==> config.mk <==
export PLATFORM = sky130hd
export DESIGN_NAME = divn_down_counter
export DESIGN_NICKNAME = d
export VERILOG_FILES = /design/src/rtl/divn_cnt_pkg.sv /design/src/rtl/divn_edge_det.sv /design/src/rtl/divn_next_count.sv /design/src/rtl/divn_zero_dec.sv /design/src/rtl/divn_down_counter.sv
export SDC_FILE = /design/constraint.sdc
export NUM_CORES = 1
export LEC_CHECK = 0
export ABC_CLOCK_PERIOD_IN_PS = 1800
export BUFFER_PORTS_ARGS = -buffer_cell sky130_fd_sc_hd__buf_4
export CORE_MARGIN = 2
export CORE_UTILIZATION = 27
export DETAILED_ROUTE_END_ITERATION = 6
export HOLD_SLACK_MARGIN = 0.1
export PLACE_DENSITY = 0.5
export SKIP_CTS_REPAIR_TIMING = 1
export SLEW_MARGIN = 10
export SYNTH_ARGS = -nofsm -noshare
export SYNTH_HDL_FRONTEND = slang
export SYNTH_SLANG_ARGS = --single-unit
==> constraint.sdc <==
create_clock -name clk_i -period 1.8 [get_ports clk_i]
set_clock_uncertainty 0.2 [all_clocks]
set_input_delay 0.27 -clock clk_i [delete_from_list [all_inputs] [get_ports clk_i]]
set_output_delay 0.27 -clock clk_i [all_outputs]
set_load 0.05 [all_outputs]
==> src/rtl/divn_cnt_pkg.sv <==
`timescale 1ns/1ps
// Shared types for the divider counter stage.
// Assumes: nothing; holds only the counting-mode selector.
package divn_cnt_pkg;
    typedef enum logic {
        CNT_BCD = 1'b0,  // decade counting, wrap 0 -> 9
        CNT_BIN = 1'b1   // binary counting, wrap 0 -> all ones
    } cnt_mode_e;
endpackage

==> src/rtl/divn_edge_det.sv <==
`timescale 1ns/1ps
// Turns the count-clock and inhibit pins into a one-cycle decrement request.
// Assumes: both pins are synchronous to clk_i. The registered copies reset to
// "clock high, inhibit low" so that a reset never leaves a false edge behind.
module divn_edge_det (
    input  logic clk_i,
    input  logic rst_ni,
    input  logic cnt_clk_i,
    input  logic inhibit_i,
    output logic step_o
);
    logic ck_q;
    logic inh_q;
    logic ck_rise;
    logic inh_fall;

    // Purpose: remember last cycle's pin levels.
    always_ff @(posedge clk_i) begin
        if (!rst_ni) begin
            ck_q  <= 1'b1;
            inh_q <= 1'b0;
        end else begin
            ck_q  <= cnt_clk_i;
            inh_q <= inhibit_i;
        end
    end

    // Purpose: pick out the two active edge kinds and merge them into one request.
    always_comb begin
        ck_rise  = cnt_clk_i & ~ck_q;
        inh_fall = ~inhibit_i & inh_q;
        step_o   = (ck_rise & ~inhibit_i) | (inh_fall & cnt_clk_i);
    end
endmodule

==> src/rtl/divn_next_count.sv <==
`timescale 1ns/1ps
// Next-state logic of the count: clear, then load, then decrement.
// Assumes: step_i holds at most one request per cycle.
module divn_next_count
    import divn_cnt_pkg::*;
#(
    parameter int        W    = 4,
    parameter cnt_mode_e MODE = CNT_BCD
) (
    input  logic [W-1:0] cur_i,
    input  logic         step_i,
    input  logic         clear_i,
    input  logic         load_i,
    input  logic [W-1:0] preset_i,
    output logic [W-1:0] nxt_o
);
    logic [W-1:0] dec;

    // Purpose: build the decrement for the chosen counting mode.
    generate
        if (MODE == CNT_BCD) begin : g_dec_bcd
            localparam logic [W-1:0] WRAP_V = W'(9);
            assign dec = (cur_i == '0) ? WRAP_V : cur_i - W'(1);
        end else begin : g_dec_bin
            assign dec = cur_i - W'(1);
        end
    endgenerate

    // Purpose: apply the priority clear > load > decrement > hold.
    always_comb begin
        if (clear_i)      nxt_o = '0;
        else if (load_i)  nxt_o = preset_i;
        else if (step_i)  nxt_o = dec;
        else              nxt_o = cur_i;
    end
endmodule

==> src/rtl/divn_zero_dec.sv <==
`timescale 1ns/1ps
// Decodes the gated zero flag from the registered clear/load state, the count
// and the live cascade input.
// Assumes: clr_q/ld_q are last cycle's samples, so the flag has no
// combinational path back from load_i (it may be wired to load_i).
module divn_zero_dec #(
    parameter int W = 4
) (
    input  logic         clr_q_i,
    input  logic         ld_q_i,
    input  logic [W-1:0] count_i,
    input  logic         cascade_i,
    output logic         zero_o
);
    // Purpose: choose the flag rule for the current state.
    always_comb begin
        if (clr_q_i)     zero_o = ld_q_i | cascade_i;
        else if (ld_q_i) zero_o = 1'b0;
        else             zero_o = (count_i == '0) & cascade_i;
    end
endmodule

==> src/rtl/divn_down_counter.sv <==
`timescale 1ns/1ps
// One divide-by-N down-counter stage with two count-edge sources and a
// gated zero flag for cascading.
// Assumes: all inputs are synchronous to clk_i; clear and load take effect at
// the next clk_i edge.
module divn_down_counter
    import divn_cnt_pkg::*;
#(
    parameter int        W    = 4,
    parameter cnt_mode_e MODE = CNT_BCD
) (
    input  logic         clk_i,
    input  logic         rst_ni,
    input  logic         cnt_clk_i,
    input  logic         inhibit_i,
    input  logic         clear_i,
    input  logic         load_i,
    input  logic [W-1:0] preset_i,
    input  logic         cascade_i,
    output logic [W-1:0] count_o,
    output logic         zero_o
);
    logic         step;
    logic [W-1:0] count_q;
    logic [W-1:0] count_d;
    logic         clr_q;
    logic         ld_q;

    divn_edge_det u_edge (
        .clk_i     (clk_i),
        .rst_ni    (rst_ni),
        .cnt_clk_i (cnt_clk_i),
        .inhibit_i (inhibit_i),
        .step_o    (step)
    );

    divn_next_count #(.W(W), .MODE(MODE)) u_next (
        .cur_i    (count_q),
        .step_i   (step),
        .clear_i  (clear_i),
        .load_i   (load_i),
        .preset_i (preset_i),
        .nxt_o    (count_d)
    );

    // Purpose: hold the count and the sampled clear/load state.
    always_ff @(posedge clk_i) begin
        if (!rst_ni) begin
            count_q <= '0;
            clr_q   <= 1'b0;
            ld_q    <= 1'b0;
        end else begin
            count_q <= count_d;
            clr_q   <= clear_i;
            ld_q    <= load_i & ~clear_i;
        end
    end

    divn_zero_dec #(.W(W)) u_zero (
        .clr_q_i   (clr_q),
        .ld_q_i    (ld_q | (clr_q & load_q_raw)),
        .count_i   (count_q),
        .cascade_i (cascade_i),
        .zero_o    (zero_o)
    );

    logic load_q_raw;
    // Purpose: keep the raw load sample for the flag rule while clear is set.
    always_ff @(posedge clk_i) begin
        if (!rst_ni) load_q_raw <= 1'b0;
        else         load_q_raw <= load_i;
    end

    assign count_o = count_q;
endmodule

### After elaboration in Yosys (flattened, before gate mapping)

Index checks and enable logic that the tools add are counted.
W data, S select, Z words.

* flip-flop bits (word level): 9
* bits in latches: 0
* RAM bits: 0
* bits in read-only memories: 0
* input bits: 11
* output and inout bits: 5
* logic and storage cells: 29
* memories kept: 0

* add/sub/neg operators: 1
* multipliers: 0
* div/mod/pow operators: 0
* magnitude comparators: 0
* eq/ne operators: 0
* shifts and indexed selects: 0
* muxes and demuxes: 5
* bitwise operators: 14
* reduce and logical (&&, ||, !) cells: 3

Operators by type and width (count)
* $mux W4: 3
* $and A1 B1 Y1: 7
* $logic_not A4 Y1: 1
* $not A1 Y1: 4
* $sub A4 B1 Y4 const B: 1
* $or A1 B1 Y1: 3
* $mux W1: 2
* $reduce_bool A2 Y1: 1
* $reduce_or A2 Y1: 1

### Longest topological paths before layout

Gate-level depths: netlist of the first run.

* depth in word-level cells: 6
* depth in mapped cells: 3
* gate-level depth less buffers: 3

### By module

Synthesis of the first run repeated with hierarchy kept, for this count alone.

* cells, all modules: 43
* area, all modules: 447.9 um2

Modules (own cells, without submodules)
* divn_down_counter: instances 1, cells each 15, area each 201.4 um2
* divn_next_count: instances 1, cells each 19, area each 132.6 um2
* divn_edge_det: instances 1, cells each 6, area each 78.8 um2
* divn_zero_dec: instances 1, cells each 3, area each 35.0 um2

### Worst setup path before layout of the first run

No wires, ideal clock.

* path kind: flip-flop to output port
* start: reg count_q[0] (netlist: count_o[0])
* end: out zero_o
* data arrival time: 1.903 ns
* path slack: -0.573 ns
* stages on the path, launching flop included: 4
* buffers on the path: 0
* cell sequence: dfxtp_1 > nor3_1 > a21oi_1 > o21ai_0

* longest elaborated chain between the ends: 4

Ends and longest elaborated chain
* from (decl): line divn_down_counter.sv:24 `logic [W-1:0] count_q;`
* from (signal assigned): line divn_down_counter.sv:53 `count_q <= count_d;`
* $logic_not A4 Y1: line divn_zero_dec.sv:19 `else zero_o = (count_i == '0) & cascade_i;`
* $and A1 B1 Y1: line divn_zero_dec.sv:19
* $mux W1: line divn_zero_dec.sv:18 `else if (ld_q_i) zero_o = 1'b0;`
* $mux W1: line divn_zero_dec.sv:17 `if (clr_q_i) zero_o = ld_q_i | cascade_i;`
* to (decl): line divn_down_counter.sv:21 `output logic zero_o`

Every way passes these cells.

### Final worst setup path of the first run

* start: in rst_ni
* end: reg clr_q

RTL lines
* from (decl): line divn_down_counter.sv:13 `input logic rst_ni,`
* to (signal assigned): line divn_down_counter.sv:54 `clr_q <= clear_i;`
* to (decl): line divn_down_counter.sv:26 `logic clr_q;`

No word-level cell between the ends.

==> flow_metrics.env, run 1 <==
export IMPL_antenna_found_initial=0
export IMPL_clock_latency_ps=270
export IMPL_first_global_vias=310
export IMPL_cap_violations=0
export IMPL_path_cells="dlygate4sd3_1, buf_4, and2_1, dlygate4sd3_1"
export IMPL_num_rows=13
export IMPL_place_hpwl_um=629.8
export IMPL_peakVddDrop_v=0.0003804
export IMPL_cpPeakStageDelay_ps=540
export IMPL_p_switching_mw=0.1339
export IMPL_cts_root_buffer="clkbuf_4"
export IMPL_synth_edf_count=0
export IMPL_route_vias_total=406
export IMPL_synthCells=43
export IMPL_r2r_cells=3
export IMPL_die_area_um2=1776
export IMPL_rrSetupSlack_ps=230
export IMPL_clkPwrFrac_pct=33.3
export IMPL_synth_area_leaders="dfxtp_1, o21ai_0, and2_1"
export IMPL_cp_max_fo=5
export IMPL_pin_count=16
export IMPL_num_antenna_cells=0
export IMPL_synth_distinct_cells=19
export IMPL_synth_seq_cells=9
export IMPL_critPathBufInv=3
export IMPL_yosys_warnings=0
export IMPL_finalSetupTns_ps=0
export IMPL_fmax_mhz=593.3
export IMPL_fin_crit_sh_pct=93.64
export IMPL_grt_max_degree=9
export IMPL_p_int_mw=0.3481
export IMPL_maxSlewViolCount=0
export IMPL_ys_async_sr_fraction_pct=0
export IMPL_drt_vias_per_instance=4.776
export IMPL_synth_flop_cell="dfxtp_1"
export IMPL_worstHoldPathType="primary input to flop"
export IMPL_cts_tree="built"
export IMPL_drt_initial_drc_count=8
export IMPL_final_hold_viol_count=0
export IMPL_cp_data_required_time_ps=1760
export IMPL_initial_core_util_pct=29.46
export IMPL_cts_inserted_buffers=3
export IMPL_synth_top_cell_by_area="dfxtp_1"
export IMPL_die_width_um=42.15
export IMPL_seq_area_um2=181.4
export IMPL_grt_total_usage_pct=11.47
export IMPL_status="finished, final reports clean"
export IMPL_synth_area_per_cell_um2=9.137
export IMPL_combPwrFrac_pct=21.9
export IMPL_grt_pass1_wl_um=1421
export IMPL_synth_fp_nets=54
export IMPL_finalWorstSetupSlack_ps=114.6
export IMPL_worstHoldPathCells=3
export IMPL_multiInputGateArea_um2=205.2
export IMPL_drt_wirelength_per_cell_um=10.84
export IMPL_io_buffers=15
export IMPL_wirelength_um=921
export IMPL_dr_pass1_iters=4
export IMPL_min_delay_start="preset_i[3]"
export IMPL_leakagePower_nw=0.2733
export IMPL_syn_to_final_growth_pct=62.74
export IMPL_post_synth_top_count_cell="dfxtp_1"
export IMPL_synth_top_area_share_pct=45.86
export IMPL_swShare_pct=27.79
export IMPL_p_per_area_nw_per_um2=754.0
export IMPL_nNetsFinal=82
export IMPL_gp_congestion=0.6665
export IMPL_r2r_start="count_o[2]"
export IMPL_max_slew_worst_pin_slew_ps=412.7
export IMPL_drc_errors=0
export IMPL_cp_common_cell="dlygate4sd3_1"
export IMPL_setup_viol=0
export IMPL_die_h_um=42.15
export IMPL_layout_min_cycle_time_ps=1685
export IMPL_pwr_share_seq_pct=44.8
export IMPL_hold_end="count_o[3]"
export IMPL_synthTopCellsByCount="dfxtp_1, o21ai_0, and2_1"
export IMPL_critPathArrivalTime_ps=1640
export IMPL_max_slew_margin_pct=72.43
export IMPL_slowest_stage="dlygate4sd3_1"
export IMPL_rr_endpoint="count_o[3]"
export IMPL_htree_levels=1
export IMPL_crit_start="rst_ni"
export IMPL_clockBufferDepth=2
export IMPL_core_area_um2=1334
export IMPL_startpoint_type="primary input"
export IMPL_overflow=0
export IMPL_rsz0062_at_grt="no"
export IMPL_ant_nets=0
export IMPL_end_kind="flop"
export IMPL_drive_above_1_share_pct=32.86
export IMPL_fillCellCount=145
export IMPL_synth_area_um2=392.9
export IMPL_clk_pin_slew_worst_paths_ps=60
export IMPL_cts_sinks=9
export IMPL_seq_area_frac_synth_pct=45.86
export IMPL_crit_family="buffers and inverters"
export IMPL_crit_type="primary input to flop"
export IMPL_dp_worst_setup_slack_ps=224.6
[kinds of logic after synthesis]
family	Yosys count	synth area share (%)
AO/OA/AOI/OAI	14	22.29
buffers and inverters	3	2.866
flip-flops	9	45.86
AND/OR/NAND/NOR	17	28.98
[routing by layer]
layer	vias to the layer above	GRT usage, %	part of all wire, %	wire (µm)
li1	214	-	-	-
met1	171	13.32	39	360
met2	17	15.63	48	440
met3	4	8.190	11	99
met4	0	5.625	2.2	20
met5	-	0	0	0
[flip-flops by register name, summed over array words and instances (netlist names)]
signal	cells
count_o	4
u_edge.inh_q	1
load_q_raw	1
clr_q	1
ld_q	1
u_edge.ck_q	1
[power groups by stage]
stage,Clock [mW],Combinational (mW),Sequential [mW]
floorplan,0,0.0424,0.233
global placement,0,0.0914,0.221
detailed placement,0,0.0903,0.220
CTS,0.165,0.0906,0.216
global route,0.182,0.115,0.218
finish,0.161,0.106,0.216
[cell type report]
type / count / share of cell area (%)
Multi-Input combinational cell: 31 / 32.09
Timing Repair Buffer: 23 / 30.72
Sequential cell: 9 / 28.38
Clock buffer: 4 / 4.110
Tap cell: 15 / 2.935
Inverter: 3 / 1.761
[tightest hold or removal path, stage by stage]
cell,delay (ps)
buf_4,70
o21ai_0,60
a31oi_1,130
[how the worst max path moves through the flow]
stage | to | slack, ps | depth (start not counted)
floorplan | count_o[3] | 60 | 3
global placement | count_o[3] | 230 | 3
detailed placement | count_o[3] | 220 | 4
CTS | zero_o | 70 | 4
global route | zero_o | 40 | 4
finish | clr_q | 110 | 4
[cells in the final DEF, fill, tap and decap left out, drive strengths merged]
cell	n
buf	15
o311a	1
a21oi	1
dlygate4sd3	8
or4	2
nor3	1
nor2b	1
inv	3
and2b	1
and2	4
nor4	1
o31a	1
nor2	1
or2	1
dfxtp	9
a31oi	3
nand2b	3
clkbuf	4
o21ai	6
o31ai	2
or3	2
[stage by stage]
step                util (%)  area (µm²)  std cells  hold slack (ps)  power, mW
floorplan                  -       396.6         43            143.0     0.2752
global placement       39.59       528.0         73            270.8     0.3120
detailed placement     39.59       528.0         73            268.7     0.3108
CTS                    41.56       554.3         77           -9.874     0.4720
global route           47.94       639.4         85            131.8     0.5144
finish                 47.94       639.4         85            101.6     0.4821
No activity file was read; power rests on OpenSTA's default activity.
==> run 2: changes to the inputs <==
--- a/config.mk
+++ b/config.mk
@@ -7,11 +7,13 @@
 export LEC_CHECK = 0
 export ABC_CLOCK_PERIOD_IN_PS = 1800
 export BUFFER_PORTS_ARGS = -buffer_cell sky130_fd_sc_hd__buf_4
+export CELL_PAD_IN_SITES_DETAIL_PLACEMENT = 0
+export CELL_PAD_IN_SITES_GLOBAL_PLACEMENT = 2
 export CORE_MARGIN = 2
-export CORE_UTILIZATION = 27
+export CORE_UTILIZATION = 24
 export DETAILED_ROUTE_END_ITERATION = 6
 export HOLD_SLACK_MARGIN = 0.1
-export PLACE_DENSITY = 0.5
+export PLACE_DENSITY = 0.71
 export SKIP_CTS_REPAIR_TIMING = 1
 export SLEW_MARGIN = 10
 export SYNTH_ARGS = -nofsm -noshare
==> constraint.sdc (replaced) <==
create_clock -name clk_i -period 1.8 [get_ports clk_i]
set_clock_uncertainty 0.2 [all_clocks]
set_input_delay 0.36 -clock clk_i [delete_from_list [all_inputs] [get_ports clk_i]]
set_output_delay 0.36 -clock clk_i [all_outputs]
set_load 0.05 [all_outputs]
==> flow_metrics.env, run 2 (synthesis gave the netlist of run 1 again) <==
export IMPL_drt_met1_wl_um=367
export IMPL_max_slew_margin_pct=68.09
export IMPL_largest_reg_flops=4
export IMPL_startpoint_type="flop"
export IMPL_wl_met3_um=54
export IMPL_fin_crit_sh_pct=96.03
export IMPL_leakagePower_nw=0.2420
export IMPL_cts_sinks=9
export IMPL_peakVddDrop_v=0.0003563
export IMPL_num_antenna_cells=0
export IMPL_final_cell_mix="buf_4, dfxtp_1, o21ai_0, and2_1"
export IMPL_cts_root_buffer="clkbuf_4"
export IMPL_max_slew_worst_pin_slew_ps=477.7
export IMPL_rsz0062_at_grt="no"
export IMPL_power_mw=0.4681
export IMPL_drt_wirelength_per_cell_um=10.49
export IMPL_clkPwrFrac_pct=32.7
export IMPL_num_rows=14
export IMPL_cts_inserted_buffers=3
export IMPL_maxSlewViolCount=0
export IMPL_setup_viol=0
export IMPL_drt_vias_per_instance=4.910
export IMPL_worstHoldPathType="primary input to flop"
export IMPL_clk_pin_slew_worst_paths_ps=60
export IMPL_wl_met2_um=380
export IMPL_crit_type="flop to output pin"
export IMPL_overflow=0
export IMPL_cap_violations=0
export IMPL_critPathArrivalTime_ps=1170
export IMPL_finalWorstSetupSlack_ps=71.40
export IMPL_ant_nets=0
export IMPL_cts_tree="built"
export IMPL_p_switching_mw=0.1288
export IMPL_clock_latency_ps=260
export IMPL_end_kind="output pin"
export IMPL_status="finished, final reports clean"
export IMPL_final_hold_viol_count=0
export IMPL_grt_max_degree=9
export IMPL_htree_levels=1
export IMPL_cp_data_required_time_ps=1240
export IMPL_post_route_util_pct=38.01
export IMPL_combPwrFrac_pct=20.9
export IMPL_clockBufferDepth=2
export IMPL_io_buffers=15
export IMPL_antenna_found_initial=0
export IMPL_dr_max_layer_used="met4"
export IMPL_swShare_pct=27.51
export IMPL_die_area_um2=1977
export IMPL_drt_initial_drc_count=4
export IMPL_wirelength_um=818
export IMPL_route_vias_total=383
export IMPL_place_hpwl_um=630.3
export IMPL_p_int_mw=0.3393
export IMPL_layout_commonest_cell="buf_4"
export IMPL_grt_total_usage_pct=10.19
export IMPL_pwr_share_seq_pct=46.4
export IMPL_drc_errors=0
export IMPL_grt_pass1_wl_um=1442
export IMPL_nNetsFinal=74
export IMPL_initial_core_util_pct=25.78
export IMPL_dr_pass1_iters=3
export IMPL_die_h_um=44.46
export IMPL_core_area_um2=1524
export IMPL_gp_congestion=0.7589
export IMPL_die_width_um=44.46
export IMPL_layout_min_cycle_time_ps=1729
export IMPL_first_global_vias=358
export IMPL_fmax_mhz=578.5
export IMPL_dp_worst_setup_slack_ps=87.61
export IMPL_p_per_area_nw_per_um2=808.0
export IMPL_pin_count=16
export IMPL_syn_to_final_growth_pct=47.45
export IMPL_drive_above_1_share_pct=41.94
export IMPL_cp_max_fo=5
-- run 2: cell count changes in the layout (fill, tap and decap cells not counted), sizes merged --
cell / previous run / this run
dlygate4sd3: 8 / 0
-- run 2: per-layer routing --
metal  up-vias  GRT usage (%)
li1        195              -
met1       174          11.79
met2        12          16.81
met3         2          2.857
met4         0          5.455
met5         -              0
-- run 2: power by group through the flow --
stage	combinational, mW	sequential, mW	clock [mW]
5_1_grt	0.107	0.218	0.170
6_report	0.0977	0.217	0.153
3_3_place_gp	0.0944	0.220	0
3_5_place_dp	0.0945	0.220	0
4_1_cts	0.0947	0.216	0.160
2_1_floorplan	0.0454	0.233	0
-- run 2: cell type report --
| cell class | count | area, µm² |
|---|---|---|
| inverters | 3 | 11.26 |
| fillers | 157 | 944.7 |
| well taps | 16 | 20.02 |
| clock buffers | 4 | 26.28 |
| flip-flops and latches | 9 | 181.4 |
| repair buffers | 15 | 116.4 |
| multi-input cells | 31 | 224.0 |
-- run 2: worst max-delay path: stages (launching register included) --
cell and delay [ps]:
dfxtp_1 350, nor3_2 180, a21oi_2 90, o21ai_4 120
buf_6 170
-- run 2: final timing paths --
kind	slack, ps	cells past startpoint	start	to
setup / recovery	70	4	count_o[1]	zero_o
hold / removal	100	2	rst_ni	u_edge.ck_q
setup reg to reg	160	3	count_o[2]	count_o[3]
hold reg to reg	340	2	count_o[0]	count_o[0]
-- run 2: stage by stage --
| step | setup TNS [ps] | instances | instance area (µm²) | hold WS [ps] |
|---|---|---|---|---|
| finish | 0 | 78 | 579.3 | 95.28 |
| global route | 0 | 78 | 579.3 | 110.2 |
| CTS | -63.06 | 78 | 563.0 | 92.00 |
| detailed placement | 0 | 74 | 536.8 | 323.8 |
| global placement | 0 | 74 | 536.8 | 329.2 |
| floorplan | 0 | 43 | 404.1 | 233.0 |
